File: config.mk
export PLATFORM = sky130hd
export DESIGN_NAME = gpio_pin_irq
export DESIGN_NICKNAME = d
export VERILOG_FILES = /design/src/rtl/gpio_irq_pkg.sv /design/src/rtl/gpio_sync.sv /design/src/rtl/gpio_pin_detect.sv /design/src/rtl/gpio_regs.sv /design/src/rtl/gpio_pin_irq.sv
export SDC_FILE = /design/constraint.sdc
export NUM_CORES = 1
export LEC_CHECK = 0
export ABC_AREA = 1
export BUFFER_PORTS_ARGS = -buffer_cell sky130_fd_sc_hd__buf_2
export CORE_MARGIN = 2
export CORE_UTILIZATION = 50
export CTS_CLUSTER_DIAMETER = 30
export DETAILED_ROUTE_END_ITERATION = 16
export PLACE_DENSITY = 0.68
export SLEW_MARGIN = 10
export SYNTH_ARGS = -nofsm -noshare
export SYNTH_HDL_FRONTEND = slang
export SYNTH_HIERARCHICAL = 1
export SYNTH_SLANG_ARGS = --single-unit
File: constraint.sdc
create_clock -name clk -period 2.27 [get_ports clk]
set_input_delay 0.1135 -clock clk [delete_from_list [all_inputs] [get_ports clk]]
set_output_delay 0.1135 -clock clk [all_outputs]
set_load 0.02 [all_outputs]
File: src/rtl/gpio_irq_pkg.sv
package gpio_irq_pkg;

    localparam int ADDR_W = 4;

    typedef enum logic [ADDR_W-1:0] {
        RA_DATA   = 4'd0,
        RA_DIR    = 4'd1,
        RA_SENSE  = 4'd2,
        RA_BOTH   = 4'd3,
        RA_POL    = 4'd4,
        RA_ENABLE = 4'd5,
        RA_RAW    = 4'd6,
        RA_MSKD   = 4'd7,
        RA_CLEAR  = 4'd8,
        RA_ALT    = 4'd9,
        RA_PULL   = 4'd10,
        RA_DEN    = 4'd11
    } reg_addr_e;

    // per-pin detection mode
    typedef struct packed {
        logic level;   // 1: level sensed, 0: edge sensed
        logic both;    // 1: both edges (edge mode only)
        logic high;    // 1: high level / rising edge
    } pin_mode_t;

    function automatic logic edge_hit(pin_mode_t m, logic cur, logic prv);
        logic rise;
        logic fall;
        rise = cur & ~prv;
        fall = ~cur & prv;
        if (m.both)
            return rise | fall;
        return m.high ? rise : fall;
    endfunction

    function automatic logic level_hit(pin_mode_t m, logic cur);
        return cur == m.high;
    endfunction

endpackage

File: src/rtl/gpio_sync.sv
module gpio_sync #(
    parameter int W = 8
) (
    input  logic         clk,
    input  logic         rst,
    input  logic [W-1:0] d,
    output logic [W-1:0] q
);
    logic [W-1:0] stage1;

    always_ff @(posedge clk) begin
        if (rst) begin
            stage1 <= '0;
            q      <= '0;
        end else begin
            stage1 <= d;
            q      <= stage1;
        end
    end

    // second stage always carries the first stage of the previous cycle
    assert_two_stage_R1: assert property (@(posedge clk) disable iff (rst)
        1'b1 |=> q == $past(stage1));
endmodule

File: src/rtl/gpio_pin_detect.sv
module gpio_pin_detect
    import gpio_irq_pkg::*;
(
    input  logic      clk,
    input  logic      rst,
    input  pin_mode_t mode,
    input  logic      cur,
    input  logic      clr,
    output logic      raw
);
    logic prev;
    logic held;
    logic hit;

    assign hit = edge_hit(mode, cur, prev);

    always_ff @(posedge clk) begin
        if (rst) begin
            prev <= 1'b0;
            held <= 1'b0;
        end else begin
            prev <= cur;
            held <= (held & ~clr) | hit;
        end
    end

    assign raw = mode.level ? level_hit(mode, cur) : held;

    // a latched event survives until cleared
    assert_latch_hold_R6: assert property (@(posedge clk) disable iff (rst)
        (held && !clr) |=> held);

    // a clear with no fresh edge empties the latch
    assert_clear_R6: assert property (@(posedge clk) disable iff (rst)
        (clr && !hit) |=> !held);

    // any edge event needs the sampled pin to have changed
    assert_edge_change_R4: assert property (@(posedge clk) disable iff (rst)
        hit |-> (cur != prev));
endmodule

File: src/rtl/gpio_regs.sv
module gpio_regs
    import gpio_irq_pkg::*;
#(
    parameter int           W        = 8,
    parameter logic [W-1:0] IMPL     = '1,
    parameter logic [W-1:0] DBG_RST  = '0
) (
    input  logic              clk,
    input  logic              rst,
    input  logic [ADDR_W-1:0] addr,
    input  logic              wr,
    input  logic              rd,
    input  logic [W-1:0]      wdata,
    output logic [W-1:0]      rdata,
    input  logic [W-1:0]      raw_st,
    input  logic [W-1:0]      msk_st,
    input  logic [W-1:0]      din,
    output logic [W-1:0]      sense,
    output logic [W-1:0]      both,
    output logic [W-1:0]      pol,
    output logic [W-1:0]      enable,
    output logic [W-1:0]      dir,
    output logic [W-1:0]      dout,
    output logic [W-1:0]      alt,
    output logic [W-1:0]      pull,
    output logic [W-1:0]      den,
    output logic [W-1:0]      clr
);
    localparam logic [W-1:0] PAD_RST = DBG_RST & IMPL;

    reg_addr_e    a;
    logic [W-1:0] wv;
    logic [W-1:0] rd_val;

    assign a   = reg_addr_e'(addr);
    assign wv  = wdata & IMPL;
    assign clr = (wr && a == RA_CLEAR) ? wv : '0;

    always_ff @(posedge clk) begin
        if (rst) begin
            sense  <= '0;
            both   <= '0;
            pol    <= '0;
            enable <= '0;
            dir    <= '0;
            dout   <= '0;
            alt    <= PAD_RST;
            pull   <= PAD_RST;
            den    <= PAD_RST;
        end else if (wr) begin
            case (a)
                RA_DATA:   dout   <= wv;
                RA_DIR:    dir    <= wv;
                RA_SENSE:  sense  <= wv;
                RA_BOTH:   both   <= wv;
                RA_POL:    pol    <= wv;
                RA_ENABLE: enable <= wv;
                RA_ALT:    alt    <= wv;
                RA_PULL:   pull   <= wv;
                RA_DEN:    den    <= wv;
                default:   ;
            endcase
        end
    end

    always_comb begin
        case (a)
            RA_DATA:   rd_val = (dir & dout) | (~dir & din);
            RA_DIR:    rd_val = dir;
            RA_SENSE:  rd_val = sense;
            RA_BOTH:   rd_val = both;
            RA_POL:    rd_val = pol;
            RA_ENABLE: rd_val = enable;
            RA_RAW:    rd_val = raw_st;
            RA_MSKD:   rd_val = msk_st;
            RA_ALT:    rd_val = alt;
            RA_PULL:   rd_val = pull;
            RA_DEN:    rd_val = den;
            default:   rd_val = '0;
        endcase
    end

    always_ff @(posedge clk) begin
        if (rst)
            rdata <= '0;
        else if (rd)
            rdata <= rd_val & IMPL;
    end

    // read data holds while no read is issued
    assert_rd_hold_R9: assert property (@(posedge clk) disable iff (rst)
        !rd |=> $stable(rdata));

    // bits of missing pins never read as 1
    assert_unimpl_read_R7: assert property (@(posedge clk) disable iff (rst)
        (rdata & ~IMPL) == '0);
endmodule

File: src/rtl/gpio_pin_irq.sv
module gpio_pin_irq
    import gpio_irq_pkg::*;
#(
    parameter int                NPINS     = 8,
    parameter logic [NPINS-1:0]  PIN_MASK  = '1,
    parameter logic [NPINS-1:0]  DEBUG_RST = '0
) (
    input  logic              clk,
    input  logic              rst,
    input  logic [NPINS-1:0]  pad_in,
    output logic [NPINS-1:0]  pad_out,
    output logic [NPINS-1:0]  pad_oe,
    output logic [NPINS-1:0]  alt_sel,
    output logic [NPINS-1:0]  pull_en,
    output logic [NPINS-1:0]  dig_en,
    input  logic [ADDR_W-1:0] reg_addr,
    input  logic              reg_wr,
    input  logic              reg_rd,
    input  logic [NPINS-1:0]  reg_wdata,
    output logic [NPINS-1:0]  reg_rdata,
    output logic              irq
);
    logic [NPINS-1:0] pin_s;
    logic [NPINS-1:0] raw_st;
    logic [NPINS-1:0] msk_st;
    logic [NPINS-1:0] sense, both, pol, enable, clr;

    gpio_sync #(.W(NPINS)) u_sync (
        .clk (clk),
        .rst (rst),
        .d   (pad_in),
        .q   (pin_s)
    );

    gpio_regs #(.W(NPINS), .IMPL(PIN_MASK), .DBG_RST(DEBUG_RST)) u_regs (
        .clk    (clk),
        .rst    (rst),
        .addr   (reg_addr),
        .wr     (reg_wr),
        .rd     (reg_rd),
        .wdata  (reg_wdata),
        .rdata  (reg_rdata),
        .raw_st (raw_st),
        .msk_st (msk_st),
        .din    (pin_s),
        .sense  (sense),
        .both   (both),
        .pol    (pol),
        .enable (enable),
        .dir    (pad_oe),
        .dout   (pad_out),
        .alt    (alt_sel),
        .pull   (pull_en),
        .den    (dig_en),
        .clr    (clr)
    );

    for (genvar i = 0; i < NPINS; i++) begin : g_pin
        if (PIN_MASK[i]) begin : g_on
            pin_mode_t m;
            assign m = '{level: sense[i], both: both[i], high: pol[i]};
            gpio_pin_detect u_det (
                .clk  (clk),
                .rst  (rst),
                .mode (m),
                .cur  (pin_s[i]),
                .clr  (clr[i]),
                .raw  (raw_st[i])
            );
        end else begin : g_off
            assign raw_st[i] = 1'b0;
        end
    end

    assign msk_st = raw_st & enable;
    assign irq    = |msk_st;

    // with every pin disabled the line stays low
    assert_mask_quiet_R5: assert property (@(posedge clk) disable iff (rst)
        (enable == '0) |-> !irq);

    // missing pins never raise raw status
    assert_unimpl_raw_R7: assert property (@(posedge clk) disable iff (rst)
        (raw_st & ~PIN_MASK) == '0);
endmodule

==> reports/metrics.yaml, run 1 <==
drt:
  dr.pass1.iters: 5
  wire_per_inst_um: 15.56
  post_drt_via_cell_ratio: 5.467
  drtAntennaViolNets: 0
  post-route-drc-count: 0
  drtIter0Drc: 588
  routed_wl_um: 16090
  vias: 5653
pwr:
  p_int_uw: 3243
  cellPowerDensity_mw_per_mm2: 656.2
  switchingPower_uw: 1058
  seq_power_share_pct: 47.7
  p_clk_share_pct: 42.8
  ir_drop_uv: 445.2
  p_comb_share_pct: 9.4
  swShare_pct: 24.59
  power.leakage_uw: 0.002970
synth:
  netlist-cell-type-count: 25
  synth_xor_area_share_pct: 0
  ys_seq_area_share_pct: 39.05
  synthSimpleGateAreaFrac_pct: 33.41
  syn_avg_cell_area_um2: 6.968
  async_reset_ff_share_pct: 0
  synth_top_family_by_area: "simple AND/OR/NAND/NOR gates"
  ys_seq_elements: 112
  synth_edf_count: 0
  yosys.area.top_type_share_pct: 39.05
  yosysMostFrequentCell: "nand2_1"
  synth_compound_area_share_pct: 11.68
  synthTopCellsByCount: "nand2_1 (179), dfxtp_1 (112), inv_1 (106)"
  synth_largest_area_cell: "dfxtp_1"
  yosysWarnings: 6
  synthTopCellsByArea: "dfxtp_1 (39%), nand2_1 (12%), nand3_1 (8.4%), inv_1 (6.9%), nor2_1 (6.9%)"
  synthMuxAreaShare_pct: 0
  synth_fa_ha_area_share_pct: 3.487
  netlist_area_mm2: 0.005742
  yosys_most_used_dff: "dfxtp_1"
  syn_nets: 864
  synth_cells: 824
clock_tree:
  clock-sinks: 112
  post_cts_buffers: 0
  cts-buffers-inserted: 9
  cts_resized: 0
  insertion_delay_ns: 0.36
  cts_root_buf: "clkbuf_16"
  h-tree-depth: 3
  clk_path_buf_depth: 2
  path_clk_slew_ns: 0.07
  cts_tree: "built"
  cts-hold-fix-buffers: 8
timing:
  max_freq_mhz: 524.0
  slew_headroom_pct: 56.89
  finClkSkew_ns: 0.006922
  fin_crit_sh_pct: 84.07
  setup_viol: 0
  hold_viol_final: 0
  finalCriticalPeriod_ns: 1.908
  fin_ws_ns: 0.3617
  maxSlewViolCount: 0
  rsz0062_at_grt: "no"
  worstMarginPinSlew_ns: 0.6452
  fin_tns_setup_ns: 0
floorplanning:
  start_util_pct: 50.72
  die_w_um: 111.2
  die_h_um: 111.2
  rows: 39
  dieArea_mm2: 0.01236
  core-area_mm2: 0.01132
  ios: 73
final_layout:
  n_antenna_cell: 0
  layout-drive-gt1-share_pct: 16.72
  area_growth_pct: 14.14
  fin_area_mm2: 0.006554
  final_nets: 926
  fin_util_pct: 57.89
setup_path:
  rr_endpoint: "u_regs/rdata[3]"
  r2r_cells: 10
  path_class: "flop to output pin"
  critPathRequiredTime_ns: 2.16
  crit_arrival_ns: 1.79
  critPathLaunchType: "flop"
  cp-end-kind: "output pin"
  path_max_fanout: 5
  r2r-start: "u_regs/pol[3]"
  cp-startpoint: "u_regs/pol[3]"
  r2r_slack_ns: 0.63
min_path:
  hold_path_end: "u_regs/enable[5]"
  hold_start: "reg_wdata[5]"
  min_path_cells: 3
  hp-class: "primary input to flop"
global_routing:
  antenna_found_initial: 0
  grt_pass1_vias: 5160
  grt_max_degree: 45
  grt_pass1_wl_um: 26200
  gr-total-overflow: 0
  grt_usage_pct: 26.35
placed_design:
  globalplace.congestion: 0.8728
  dpl_worst_slack_ns: 0.5259
  hpwl_um: 11400
  io_buffer_count: 72
  place_area_mm2: 0.006127
flow_run:
  cap_viol_max_count: 0
status:
  status: "complete, no violations"
-- worst max path at each step --
stage | to | slack, ns | cells past startpoint
floorplan | g_pin[0].g_on.u_det/held | 1.05 | 10
global placement | u_regs/sense[6] | 0.48 | 6
detailed placement | u_regs/sense[6] | 0.53 | 6
CTS | irq | 0.39 | 7
global route | irq | 0.30 | 7
finish | irq | 0.36 | 7
-- critical path, stage by stage, from the launching register on --
cell and delay [ns]:
dfxtp_1 0.46, nand2_1 0.10, a31oi_1 0.32, nand2_1 0.15
nand2_1 0.13, nor2_1 0.05, nand2_1 0.07, buf_2 0.16
-- power groups by stage --
| stage | Combinational (uW) | Sequential [uW] | Clock, uW |
|---|---|---|---|
| finish | 406 | 2050 | 1840 |
| global route | 446 | 2060 | 1940 |
| CTS | 402 | 2050 | 1870 |
| detailed placement | 391 | 2100 | 0 |
| global placement | 386 | 2100 | 0 |
| floorplan | 245 | 2110 | 0 |
-- final cells by class --
class,instances,area [um2]
clock buffers,11,242.7
clock inverters,5,103.9
fillers,1136,4767
inverters,122,459.2
multi-input cells,550,2789
flip-flops and latches,112,2242
well taps,143,178.9
repair buffers,91,538.0
-- through the flow --
stage	total power, uW	instances	hold slack [ns]
CTS	4327	1034	0.08489
global route	4443	1034	0.1040
detailed placement	2489	1010	0.3201
floorplan	2351	824	0.1759
finish	4300	1034	0.09064
global placement	2482	1010	0.3118
-- routing by layer --
layer | routed length, um | share of wire (%) | vias up | track usage (%)
met5 | 0 | 0 | - | 0
met4 | 319 | 2.0 | 0 | 10.21
met3 | 1422 | 8.8 | 23 | 3.171
met2 | 7200 | 45 | 252 | 42.11
met1 | 7149 | 44 | 2601 | 36.48
li1 | - | - | 2777 | -
-- kinds of logic (layout without fill, tap and decap cells) --
kind of cell | Yosys count | after routing
and+or+nand+nor | 430 | 430
buffers and inverters | 162 | 229
DFF | 112 | 112
adders and majority gates | 16 | 16
AOI/OAI and AO/OA | 104 | 104
-- placed cells by master (no fill, tap or decap), types with 8 or more instances in the layout --
cell type and n:
nand2_1 179, a21oi_1 48, inv_1 106, nand4_1 24
dlygate4sd3_1 8, clkbuf_16 9, a211oi_1 38, dfxtp_1 112
nand2_2 8, buf_4 11, a21oi_2 8, nand3_1 96
inv_2 14, ha_1 16, buf_2 71, nor2_1 105
a31oi_1 8, nand3_2 9
Note: power is estimated with default switching activity, not from simulation.
==> run 2: changes to the inputs <==
PLACE_DENSITY = 0.71   (was 0.68)
clock period = 1.6 ns   (was 2.27 ns; I/O delays follow)
==> reports/metrics.yaml, run 2 (synthesized netlist as in run 1, its figures left out) <==
timing:
  hold_viol_final: 0  # unchanged
  rsz0062_at_grt: "no"  # unchanged
  setup_viol: 0  # unchanged
  slew_headroom_pct: 64.10  # was 56.89%
  maxSlewViolCount: 0  # unchanged
  worstMarginPinSlew_ns: 0.5370  # was 0.6452 ns
  fin_ws_ns: 0.04854  # was 0.3617 ns
  fin_crit_sh_pct: 96.97
  finClkSkew_ns: 0.007923  # was 0.006922 ns
  fin_tns_setup_ns: 0  # unchanged
  max_freq_mhz: 644.6
  finalCriticalPeriod_ns: 1.551
drt:
  wire_per_inst_um: 15.41  # was 15.56 um
  routed_wl_um: 16370  # was 16090 um
  vias: 5667  # was 5653
  post-route-drc-count: 0  # unchanged
  post_drt_via_cell_ratio: 5.336  # was 5.467
  dr.pass1.iters: 5  # unchanged
  drtAntennaViolNets: 0  # unchanged
  drtIter0Drc: 599  # was 588
placed_design:
  dpl_worst_slack_ns: 0.08433  # was 0.5259 ns
  io_buffer_count: 72  # unchanged
  hpwl_um: 11060  # was 11400 um
  globalplace.congestion: 0.8539  # was 0.8728
floorplanning:
  die_w_um: 111.2  # unchanged
  rows: 39  # unchanged
  start_util_pct: 50.72  # unchanged
  ios: 73  # unchanged
  core-area_mm2: 0.01132  # unchanged
  dieArea_mm2: 0.01236  # unchanged
  die_h_um: 111.2  # unchanged
setup_path:
  cpLargestDelayFamily: "simple AND/OR/NAND/NOR gates"  # unchanged
  slowest_stage: "dfxtp_4"  # was dfxtp_1
  crit_chain: "inv_2 > nand2_2 > a31oi_4 > nand2_2 > nand2_2 > nor2_1 > nand2_2 > buf_6"  # was nand2_1 > a31oi_1 > nand2_1 > nand2_1 > nor2_1 > nand2_1 > buf_2
  critPathRequiredTime_ns: 1.52  # was 2.16 ns
  cp_slowest_stage_delay_ns: 0.38  # was 0.46 ns
  crit_top_cell: "nand2_2"  # was nand2_1
  rr_endpoint: "u_regs/rdata[0]"  # was u_regs/rdata[3]
  path_class: "flop to output pin"  # unchanged
  r2r-start: "u_sync/q[0]"  # was u_regs/pol[3]
  r2r_slack_ns: 0.12  # was 0.63 ns
  critPathLaunchType: "flop"  # unchanged
  crit_arrival_ns: 1.47  # was 1.79 ns
  r2r_cells: 12  # was 10
  critPathBufInv: 2  # was 1
  cp-end-kind: "output pin"  # unchanged
  cp.depth: 8  # was 7
  path_max_fanout: 4  # was 5
global_routing:
  grt_max_degree: 59  # was 45
  grt_pass1_vias: 4925  # was 5160
  gr-total-overflow: 0  # unchanged
  grt_pass1_wl_um: 25920  # was 26200 um
  grt_usage_pct: 25.90  # was 26.35%
  antenna_found_initial: 0  # unchanged
clock_tree:
  clock-sinks: 112  # unchanged
  cts-buffers-inserted: 9  # unchanged
  insertion_delay_ns: 0.35  # was 0.36 ns
  cts_tree: "built"  # unchanged
  clk_path_buf_depth: 2  # unchanged
  h-tree-depth: 3  # unchanged
  cts_root_buf: "clkbuf_16"  # unchanged
  path_clk_slew_ns: 0.07  # about the same
final_layout:
  layout-drive-gt1-share_pct: 26.12  # was 16.72%
  final_cell_mix: "nand2_1 (159), nor2_1 (101), inv_1 (99), nand3_1 (95), dfxtp_1 (88)"  # was nand2_1 (179), dfxtp_1 (112), inv_1 (106), nor2_1 (105), nand3_1 (96)
  final-seq-area_mm2: 0.002302  # was 0.002242 mm2
  area_growth_pct: 22.82  # was 14.14%
  n_antenna_cell: 0  # unchanged
  final_common_cell: "nand2_1"  # unchanged
  final_nets: 954  # was 926
  multi_input_area_mm2: 0.002974  # was 0.002789 mm2
  fill_cells: 1064  # was 1136
min_path:
  min_path_cells: 3  # unchanged
  hp-class: "primary input to flop"  # unchanged
  hold_start: "reg_wdata[6]"  # was reg_wdata[5]
  hold_path_end: "u_regs/enable[6]"  # was u_regs/enable[5]
flow_run:
  cap_viol_max_count: 0  # unchanged
pwr:
  ir_drop_uv: 665.7  # was 445.2 uV
  power.leakage_uw: 0.003132  # was 0.002970 uW
  cellPowerDensity_mw_per_mm2: 834.5  # was 656.2 mW/mm2
status:
  status: "complete, no violations"  # unchanged
## run 2: cell types whose count changed in the layout (fill, tap and decap cells not counted), sizes merged
cell	previous run	this run
buf	83	111
bufinv	3	1
clkbuf	11	14
clkinv	4	2
clkinvlp	0	1
## run 2: routing by layer
layer / GRT usage, % / vias up / part of all wire [%]
met5: 0 / - / 0
met4: 7.737 / 0 / 1.8
met3: 4.538 / 23 / 6.4
met2: 40.41 / 229 / 46
met1: 36.78 / 2573 / 46
li1: - / 2842 / -
## run 2: area by class of cell
| type | instances | share of cell area (%) |
|---|---|---|
| Clock buffer | 14 | 3.744 |
| Clock inverter | 2 | 0.5323 |
| Inverter | 122 | 6.725 |
| Multi-Input combinational cell | 550 | 42.18 |
| Sequential cell | 112 | 32.65 |
| Tap cell | 143 | 2.537 |
| Timing Repair Buffer | 119 | 11.64 |
## run 2: how the worst max path moves through the flow
stage,start,slack [ns],to
CTS,u_sync/q[0],0.0004,irq
floorplan,reg_addr[1],0.41,g_pin[0].g_on.u_det/held
global placement,reg_addr[1],0.09,u_regs/sense[1]
finish,u_sync/q[0],0.05,irq
detailed placement,u_regs/pol[7],0.08,u_regs/rdata[7]
global route,u_sync/q[0],0.0004,u_regs/rdata[0]
## run 2: power by group
group	internal, uW	switching (uW)	total [uW]
sequential	2840	61.8	2910
combinational	234	435	669
clock	1300	1010	2310
total	4380	1500	5880
## run 2: tightest hold or removal path, delay by kind of cell
family / cells / cell delay [ns]
buffers and inverters: 1 / 0.14
AOI/OAI and AO/OA: 1 / 0.06
and+or+nand+nor: 1 / 0.09
## run 2: what timing repair did
| action | 4_1_cts | 5_1_grt |
|---|---|---|
| hold buffers | 8 | 0 |
| pin swaps | 5 | 24 |
| setup endpoints to repair | 1 | 2 |
| resized for setup | 30 | 64 |
| hold endpoints to repair | 8 | 0 |
| setup buffers | 7 | 10 |
## run 2: stage by stage
step                instances  power [uW]  cell area (um2)  hold WS (ns)  util [%]
floorplan                 824        3336             5742        0.1424         -
global placement         1022        3557             6280        0.2808     55.47
detailed placement       1022        3562             6280        0.2865     55.47
CTS                      1053        5893             6807       0.04783     60.12
global route             1062        6100             7052       0.06285     62.29
finish                   1062        5885             7052       0.05908     62.29
